==> src/rtl/gx_pkg.sv <==
`timescale 1ns/1ps
package gx_pkg;
  parameter int COORD_W = 16;

  typedef enum logic [2:0] {
    GX_SEL_POS   = 3'd0,
    GX_SEL_WIDTH = 3'd1,
    GX_SEL_STEP  = 3'd2,
    GX_SEL_COLOR = 3'd3,
    GX_SEL_ROW   = 3'd4
  } gx_sel_e;

  typedef struct packed {
    logic [COORD_W-1:0] y;
    logic [COORD_W-1:0] x;
  } gx_xy_t;
endpackage

==> src/rtl/gx_cfg_regs.sv <==
`timescale 1ns/1ps
module gx_cfg_regs
  import gx_pkg::*;
#(
  parameter int COLOR_W = 32,
  parameter int ROW_W   = 32,
  parameter int CNT_W   = $clog2(ROW_W + 1),
  parameter int DATA_W  = 2 * COLOR_W
) (
  input  logic               clk,
  input  logic               rst_n,
  input  logic               wr_fire,
  input  gx_sel_e            wr_sel,
  input  logic [DATA_W-1:0]  wr_data,
  input  logic               advance,
  input  logic               busy,
  output gx_xy_t             pos,
  output logic [CNT_W-1:0]   width,
  output logic [COLOR_W-1:0] fg,
  output logic [COLOR_W-1:0] bg
);
  localparam int XY_W = 2 * COORD_W;
  localparam logic [CNT_W-1:0] WIDTH_MAX = CNT_W'(ROW_W);

  gx_xy_t             pos_q, pos_d, step_q, step_d;
  logic [CNT_W-1:0]   width_q, width_d, width_field;
  logic [COLOR_W-1:0] fg_q, fg_d, bg_q, bg_d;
  logic               pos_en, step_en, width_en, color_en;

  assign width_field = wr_data[CNT_W-1:0];

  // clock enables
  always_comb begin
    pos_en   = (wr_fire && (wr_sel == GX_SEL_POS)) || advance;
    step_en  = wr_fire && (wr_sel == GX_SEL_STEP);
    width_en = wr_fire && (wr_sel == GX_SEL_WIDTH);
    color_en = wr_fire && (wr_sel == GX_SEL_COLOR);
  end

  // next-state values
  always_comb begin
    if (advance) begin
      pos_d.x = pos_q.x + step_q.x;
      pos_d.y = pos_q.y + step_q.y;
    end else begin
      pos_d = gx_xy_t'(wr_data[XY_W-1:0]);
    end
    step_d  = gx_xy_t'(wr_data[XY_W-1:0]);
    width_d = (width_field > WIDTH_MAX) ? WIDTH_MAX : width_field;
    fg_d    = wr_data[2*COLOR_W-1:COLOR_W];
    bg_d    = wr_data[COLOR_W-1:0];
  end

  always_ff @(posedge clk or negedge rst_n) begin
    if (!rst_n) begin
      pos_q   <= '0;
      step_q  <= '0;
      width_q <= '0;
      fg_q    <= '0;
      bg_q    <= '0;
    end else begin
      if (pos_en)   pos_q   <= pos_d;
      if (step_en)  step_q  <= step_d;
      if (width_en) width_q <= width_d;
      if (color_en) begin
        fg_q <= fg_d;
        bg_q <= bg_d;
      end
    end
  end

  assign pos   = pos_q;
  assign width = width_q;
  assign fg    = fg_q;
  assign bg    = bg_q;

  AST_ROW_ADVANCE: assert property (@(posedge clk) disable iff (!rst_n)
    advance |=> (pos_q.x == $past(pos_q.x + step_q.x)) && (pos_q.y == $past(pos_q.y + step_q.y)));
  AST_POS_HELD_BUSY: assert property (@(posedge clk) disable iff (!rst_n)
    (busy && !advance) |=> $stable(pos_q));
  AST_WIDTH_BOUND: assert property (@(posedge clk) disable iff (!rst_n)
    width_en |=> (width_q <= WIDTH_MAX));
endmodule

==> src/rtl/gx_row_engine.sv <==
`timescale 1ns/1ps
module gx_row_engine
  import gx_pkg::*;
#(
  parameter int COLOR_W = 32,
  parameter int ROW_W   = 32,
  parameter int CNT_W   = $clog2(ROW_W + 1)
) (
  input  logic               clk,
  input  logic               rst_n,
  input  logic               load,
  input  logic [ROW_W-1:0]   row_bits,
  input  logic [CNT_W-1:0]   width,
  input  gx_xy_t             base,
  input  logic [COLOR_W-1:0] fg,
  input  logic [COLOR_W-1:0] bg,
  input  logic               pix_ready,
  output logic               busy,
  output logic               advance,
  output logic               pix_valid,
  output logic [COORD_W-1:0] pix_x,
  output logic [COORD_W-1:0] pix_y,
  output logic [COLOR_W-1:0] pix_color
);
  localparam logic [CNT_W-1:0] ONE = CNT_W'(1);

  logic             busy_q, busy_d;
  logic [ROW_W-1:0] shift_q, shift_d;
  logic [CNT_W-1:0] idx_q, idx_d, rem_q, rem_d;
  logic             fire, last, start, skip, state_en;

  always_comb begin
    fire     = busy_q && pix_ready;
    last     = (rem_q == ONE);
    start    = load && (width != '0);
    skip     = load && (width == '0);
    state_en = start || fire;
    advance  = (fire && last) || skip;
  end

  always_comb begin
    busy_d  = busy_q;
    shift_d = shift_q;
    idx_d   = idx_q;
    rem_d   = rem_q;
    if (start) begin
      busy_d  = 1'b1;
      shift_d = row_bits;
      idx_d   = '0;
      rem_d   = width;
    end else if (fire) begin
      shift_d = {shift_q[ROW_W-2:0], 1'b0};
      idx_d   = idx_q + ONE;
      rem_d   = rem_q - ONE;
      busy_d  = !last;
    end
  end

  always_ff @(posedge clk or negedge rst_n) begin
    if (!rst_n) begin
      busy_q  <= 1'b0;
      shift_q <= '0;
      idx_q   <= '0;
      rem_q   <= '0;
    end else if (state_en) begin
      busy_q  <= busy_d;
      shift_q <= shift_d;
      idx_q   <= idx_d;
      rem_q   <= rem_d;
    end
  end

  assign busy      = busy_q;
  assign pix_valid = busy_q;
  assign pix_x     = base.x + COORD_W'(idx_q);
  assign pix_y     = base.y;
  assign pix_color = shift_q[ROW_W-1] ? fg : bg;

  AST_PIXEL_HOLD: assert property (@(posedge clk) disable iff (!rst_n)
    (pix_valid && !pix_ready) |=> pix_valid && $stable(pix_x) && $stable(pix_y) && $stable(pix_color));
  AST_X_STEP: assert property (@(posedge clk) disable iff (!rst_n)
    (fire && !last) |=> pix_valid && (pix_x == $past(pix_x) + COORD_W'(1)) && $stable(pix_y));
  AST_COLOR_SOURCE: assert property (@(posedge clk) disable iff (!rst_n)
    pix_valid |-> ((pix_color == fg) || (pix_color == bg)));
  AST_ZERO_WIDTH: assert property (@(posedge clk) disable iff (!rst_n)
    skip |=> !pix_valid);
  AST_LOAD_IDLE: assert property (@(posedge clk) disable iff (!rst_n)
    load |-> !busy_q);
endmodule

==> src/rtl/glyph_expand.sv <==
`timescale 1ns/1ps
module glyph_expand
  import gx_pkg::*;
#(
  parameter int COLOR_W = 32,
  parameter int ROW_W   = 32
) (
  input  logic                   clk,
  input  logic                   rst_n,
  input  logic                   wr_valid,
  input  logic [2:0]             wr_addr,
  input  logic [2*COLOR_W-1:0]   wr_data,
  output logic                   wr_ready,
  output logic                   pix_valid,
  input  logic                   pix_ready,
  output logic [COORD_W-1:0]     pix_x,
  output logic [COORD_W-1:0]     pix_y,
  output logic [COLOR_W-1:0]     pix_color
);
  localparam int CNT_W  = $clog2(ROW_W + 1);
  localparam int DATA_W = 2 * COLOR_W;

  logic [1:0]         rst_pipe_q;
  logic               rst_sync_n;
  logic               busy, advance, wr_fire, row_load;
  gx_sel_e            wr_sel;
  gx_xy_t             pos;
  logic [CNT_W-1:0]   width;
  logic [COLOR_W-1:0] fg, bg;

  always_ff @(posedge clk or negedge rst_n) begin
    if (!rst_n) rst_pipe_q <= 2'b00;
    else        rst_pipe_q <= {rst_pipe_q[0], 1'b1};
  end
  assign rst_sync_n = rst_pipe_q[1];

  always_comb begin
    wr_sel   = gx_sel_e'(wr_addr);
    wr_ready = !busy;
    wr_fire  = wr_valid && !busy;
    row_load = wr_fire && (wr_sel == GX_SEL_ROW);
  end

  gx_cfg_regs #(
    .COLOR_W(COLOR_W), .ROW_W(ROW_W), .CNT_W(CNT_W), .DATA_W(DATA_W)
  ) u_cfg (
    .clk(clk), .rst_n(rst_sync_n),
    .wr_fire(wr_fire), .wr_sel(wr_sel), .wr_data(wr_data),
    .advance(advance), .busy(busy),
    .pos(pos), .width(width), .fg(fg), .bg(bg)
  );

  gx_row_engine #(
    .COLOR_W(COLOR_W), .ROW_W(ROW_W), .CNT_W(CNT_W)
  ) u_engine (
    .clk(clk), .rst_n(rst_sync_n),
    .load(row_load), .row_bits(wr_data[ROW_W-1:0]), .width(width),
    .base(pos), .fg(fg), .bg(bg), .pix_ready(pix_ready),
    .busy(busy), .advance(advance),
    .pix_valid(pix_valid), .pix_x(pix_x), .pix_y(pix_y), .pix_color(pix_color)
  );

  AST_STALL_WHILE_DRAWING: assert property (@(posedge clk) disable iff (!rst_sync_n)
    pix_valid |-> !wr_ready);
endmodule

==> config.mk <==
export PLATFORM = sky130hd
export DESIGN_NAME = glyph_expand
export DESIGN_NICKNAME = d
export VERILOG_FILES = /design/src/rtl/gx_pkg.sv /design/src/rtl/gx_cfg_regs.sv /design/src/rtl/gx_row_engine.sv /design/src/rtl/glyph_expand.sv
export SDC_FILE = /design/constraint.sdc
export NUM_CORES = 1
export LEC_CHECK = 0
export CAP_MARGIN = 20
export CORE_UTILIZATION = 50
export DETAILED_ROUTE_END_ITERATION = 8
export MAX_ROUTING_LAYER = met4
export PLACE_DENSITY = 0.77
export RECOVER_POWER = 25
export SETUP_SLACK_MARGIN = 0.2
export SLEW_MARGIN = 0
export SYNTH_ARGS = -nofsm -noshare
export SYNTH_HDL_FRONTEND = slang
export SYNTH_HIERARCHICAL = 1
export SYNTH_SLANG_ARGS = --single-unit
==> constraint.sdc <==
create_clock -name clk -period 5.43 [get_ports clk]
set_input_delay 1.086 -clock clk [delete_from_list [all_inputs] [get_ports clk]]
set_output_delay 1.086 -clock clk [all_outputs]
set_load 0.01 [all_outputs]
== Word level (Yosys, flattened, before mapping) ==
Cells that the tools add are included.

* Flip-flop bits (word level): 181
* Input port bits: 71
* Output and inout port bits: 66
* Word-level logic and storage cells: 54

* $add $sub $neg: 5
* $lt $le $gt $ge: 1
* Equality and inequality tests: 5
* Multiplexer cells: 11
* Reduce and logical (&&, ||, !) cells: 20

{| class="wikitable"
|+ Operators with widths
! cell !! count
|-
| $mux 32 || 4
|-
| $add 16x16->16 || 2
|-
| $mux 6 || 5
|-
| $add 16x6->16 || 1
|-
| $logic_and 1x1->1 || 10
|-
| $add 6x1->6 const B || 1
|-
| $eq 3x2->1 const B || 2
|-
| $eq 6x1->1 const B || 1
|-
| $gt 6x6->1 const B || 1
|-
| $logic_not 6->1 || 1
|-
| $reduce_bool 6->1 || 1
|-
| $sub 6x1->6 const B || 1
|-
| $eq 3x1->1 const B || 1
|-
| $eq 3x3->1 const B || 1
|-
| $logic_not 3->1 || 1
|-
| $logic_or 1x1->1 || 3
|-
| $logic_not 1->1 || 2
|-
| $mux 1 || 2
|-
| $reduce_and 2->1 || 1
|-
| $reduce_bool 2->1 || 1
|}

== Depth between registers and ports, before layout ==
* Word-level depth: 6
* Mapped depth: 11
* Depth with buffers taken out: 8

== Cells and area by module ==
Netlist, hierarchy kept.

{| class="wikitable"
|+ By module, submodules not included
! module !! times used !! cells each !! area each (um2) !! seq. area each (um2)
|-
| gx_cfg_regs || 1 || 581 || 6800.3 || 3353.2
|-
| gx_row_engine || 1 || 356 || 3323.2 || 1126.1
|-
| glyph_expand || 1 || 7 || 76.3 || 50.0
|}

== Worst setup path before layout ==
OpenSTA, ideal clock, no wires.

* Path kind: reg2out
* Start point: register u_engine.idx_q[0]
* End point: output port pix_x[14]
* Data arrival time: 1865 ps
* Data required time: 4344 ps
* Slack: 2479 ps
* Cell stages (with the launch flop): 7
* Buffers on the path: 0
* Path through: dfrtp_1 > ha_1 > fa_1 > a21o_1 > a221oi_2 > nand3b_1 > xnor2_1

* Cells in the longest elaborated chain, start to end: 1

{| class="wikitable"
|+ Ends and longest elaborated chain
! what !! line !! RTL
|-
| from (decl) || gx_row_engine.sv:29 || <nowiki>logic [CNT_W-1:0] idx_q, idx_d, rem_q, rem_d;</nowiki>
|-
| from (signal assigned) || gx_row_engine.sv:68 || <nowiki>idx_q <= idx_d;</nowiki>
|-
| $add 16x6->16 || gx_row_engine.sv:75 || <nowiki>assign pix_x = base.x + COORD_W'(idx_q);</nowiki>
|-
| to (decl) || glyph_expand.sv:16 || <nowiki>output logic [COORD_W-1:0] pix_x,</nowiki>
|}

No other way between the ends.

== Worst setup path after layout ==
Ends and elaborated chain as after synthesis.

==> impl_results.md <==
* Status: complete, but fails checks
* Failing checks: max-capacitance violations, max-slew violations
* Fmax achieved at 232.4 MHz
* RSZ-0062 raised after global routing: false
* Int Pwr at 4.663 mW
* Worst-Margin Slew at 2.847 ns
* Mapped Area at slightly above 0.01 sq mm
* Critical path required time at 4.34 ns
* Slew Limit Fails at 73
* Count leader, synth: dfrtp_1
* Finish-stage setup viols at 0
* Gr usage total at 0.2337
* Top-area cell type share of the netlist area at 0.4441
* Crit-path max cell delay at 0.58 ns
* P&R area growth vs syn at 19.31%
* Synth area leaders: dfrtp_1, mux2_2, ha_1
* Mean post-synth cell area at 10.80 sq um
* Leading area contributor after synthesis: dfrtp_1
* Tmin final at 4.302 ns
* Async SR Flop Fraction at 1.000
* Pwr dens at slightly above 600 mW/mm^2
* Path depth of the worst reg2reg path at 1
* Post-synth EDFFs at 0
* Final period util at 0.7923
* Worst skew pair latency at about 0.44 ns
* CP Capture Point: pix_x[14]
* Vias in the first global route at 7,204
* Ys Warns at 6
* # Post-CTS Setup Buffers at 0
* Fillers at 1,591
* Top_reg_cell synth: dfrtp_1
* Tot Pwr at approximately 7.4 mW
* Worst slew margin at -0.8978
* Seq pwr share at 0.335
* Switching fraction of total power at 0.3713
* R2r setup slk at 1.73 ns
* CP startpoint: u_engine/idx_q[0]$_DFFE_PN0P_
* Clock skew at around 0.011 ns
* Clk sinks at 181
* Largest net degree at the start of global routing at 73
* Die H at roughly 140 microns
* Fin Setup TNS at 0 ns
* Max-cap check violation count at 1
* Routed Antenna Nets at 0
* Htree depth at 4
* Nets at 1,156
* Syn nets at 1,057
* Starting Density at 0.5173
* Sw power at between 2 and 3 mW
* I/O pins at ~140
* VDD IR-drop max at 0.2862 mV
* Core Area at 0.01972 sq mm
* Die ar. at 0.02097 sq mm
* Post-synth cell types at 68
* 1st-iter DRT viols at between 500 and 600
* CP Depth at 7
* CP Buf/Inv Count at 1
* Logic gate share of total power at 0.491
* Routed Wire Length at 22.29 mm
* Final GP Congestion at slightly below 0.9
* Slowest cell on crit path: a221oi_2
* Ant. Diodes at 0
* Die extent in x at 144.8 microns
* Total CTS buffers at 17
* Final-report hold violation count at 0
* Longest Clk Path Bufs at 2
* Worst R2R Start: rst_pipe_q[1]$_DFF_PN0_
* Crit. End Element: output pin
* DRC Markers at 0
* Port Buffers at about 140
* FF/Latch Area at 0.004531 sq mm
* Hold Path Stages at 0
* Maximum net fanout on the critical path at 5
* Clock-pin slew on the worst setup and hold paths at 0.07 ns
* Post-DP HPWL at about 16 mm
* Mapped Cells at 944
* Reg2reg end: u_engine/shift_q[31]$_DFFE_PN0P_
* CTS tree: done
* First-pass GRT wire length at 36.86 mm
* FF+latch count, synth at 181
* CTS resizes at 0
* Hold buffer count at cts at 0
* CP Data Arrival Time at 3.22 ns
* Leak at 5.177 nW
* Root buffer cell: clkbuf_16
* Crit path cell chain: ha_1, fa_1, a21o_1, a221oi_2, nand3b_1, xnor2_1, clkdlybuf4s50_1
* Via count at 7,434
* Top delay family on crit path: compound AO/OA/AOI/OAI gates
* Initial antenna violation count at 0
* Wire per inst at between 15 and 20 microns
* Setup Crit Path Kind: reg2out
* Crit start category: register
* Row cnt at 51
* Layout cell share with drive strength beyond 1 at 0.2121
* Clk network pwr share at 0.175
* Seq/Total Area, Yosys at 0.4441
* Via/cell ratio at between 5 and 6
* Overflow after GRT at 0
* Min-delay worst type: reg2reg
* Area of the multi-input gates at 0.005192 sq mm
* Synth cell count leaders: dfrtp_1, mux2_2, nand2_1
* First-pass detailed-route iteration total at 5
[cells by family (layout without fill, tap and decap cells)]
| group | after synthesis | count (layout) | share of synthesized area |
|---|---|---|---|
| flip-flops | 181 | 181 | 0.4441 |
| adder cells (fa/ha/maj) | 42 | 42 | 0.05373 |
| buffers and inverters | 82 | 194 | 0.04858 |
| XOR/XNOR | 39 | 39 | 0.03349 |
| multiplexers | 159 | 159 | 0.1724 |
| other | 1 | 1 | 0.0003677 |
| AND/OR/NAND/NOR | 257 | 257 | 0.1148 |
| AO/OA/AOI/OAI | 183 | 183 | 0.1326 |
[how the worst min path moves through the flow]
stage,from,endpoint
after floorplan,rst_pipe_q[0]$_DFF_PN0_,rst_pipe_q[1]$_DFF_PN0_
after global placement,rst_pipe_q[0]$_DFF_PN0_,rst_pipe_q[1]$_DFF_PN0_
after detailed placement,rst_pipe_q[0]$_DFF_PN0_,rst_pipe_q[1]$_DFF_PN0_
after CTS,rst_pipe_q[0]$_DFF_PN0_,rst_pipe_q[1]$_DFF_PN0_
after global routing,rst_pipe_q[0]$_DFF_PN0_,rst_pipe_q[1]$_DFF_PN0_
final,rst_pipe_q[0]$_DFF_PN0_,rst_pipe_q[1]$_DFF_PN0_
[state kept, by name (all words and copies together), names as in the netlist]
register / cells
u_engine/shift_q: 32
u_cfg/step_q: 32
u_cfg/fg: 32
rst_pipe_q: 2
u_engine/busy: 1
u_engine/idx_q: 6
u_cfg/width: 6
u_cfg/bg: 32
u_cfg/pos: 32
u_engine/rem_q: 6
[cell usage in the layout (no fill, tap or decap), drive strengths merged, types with 4 or more instances in the layout]
cell / n
a211oi: 9
a21o: 18
a21oi: 33
a31oi: 40
and3: 5
buf: 11
clkbuf: 18
clkdlybuf4s50: 135
dfrtp: 181
ha: 39
inv: 22
mux2: 133
mux2i: 26
nand2: 118
nand2b: 6
nand3: 12
nand4: 6
nor2: 69
nor2b: 10
nor3: 8
nor4: 4
o2111ai: 4
o21ai: 43
xnor2: 22
xor2: 17
[power by group through the flow]
stage	clock, mW	combinational, mW	sequential, mW
6_report	1.29	3.64	2.48
5_1_grt	1.38	4.02	2.58
4_1_cts	1.32	3.64	2.49
3_5_place_dp	0	3.61	2.51
3_3_place_gp	0	3.54	2.47
2_1_floorplan	0	2.66	2.32
[metrics by stage]
| stage | setup slack (ns) | hold WS [ns] | instance area, sq um | cells | utilization |
|---|---|---|---|---|---|
| floorplan | 2.442 | 0.3311 | 10200 | 944 | - |
| global placement | 1.610 | 0.3379 | 11560 | 1289 | 0.5864 |
| detailed placement | 1.612 | 0.3410 | 11560 | 1289 | 0.5864 |
| CTS | 1.103 | 0.3600 | 12180 | 1321 | 0.6175 |
| global route | 0.8082 | 0.3717 | 12170 | 1321 | 0.6172 |
| finish | 1.128 | 0.3574 | 12170 | 1321 | 0.6172 |
[layer usage]
metal  track usage  up-vias  wire length (microns)
met5             -        -                      0
met4       0.06094        0                    306
met3       0.04245       25                   1002
met2        0.3758      186                  10820
met1        0.3048     3676                  10160
li1              -     3547                      -
[final cells by class]
cell class	count	share of cell area
multi-input combinational	681	0.4267
sequential	181	0.3723
timing repair buffer	148	0.1191
clock buffer	17	0.03496
tap	265	0.02725
clock inverter	15	0.01542
inverter	14	0.004318
Note: power is estimated with default switching activity, not from simulation.
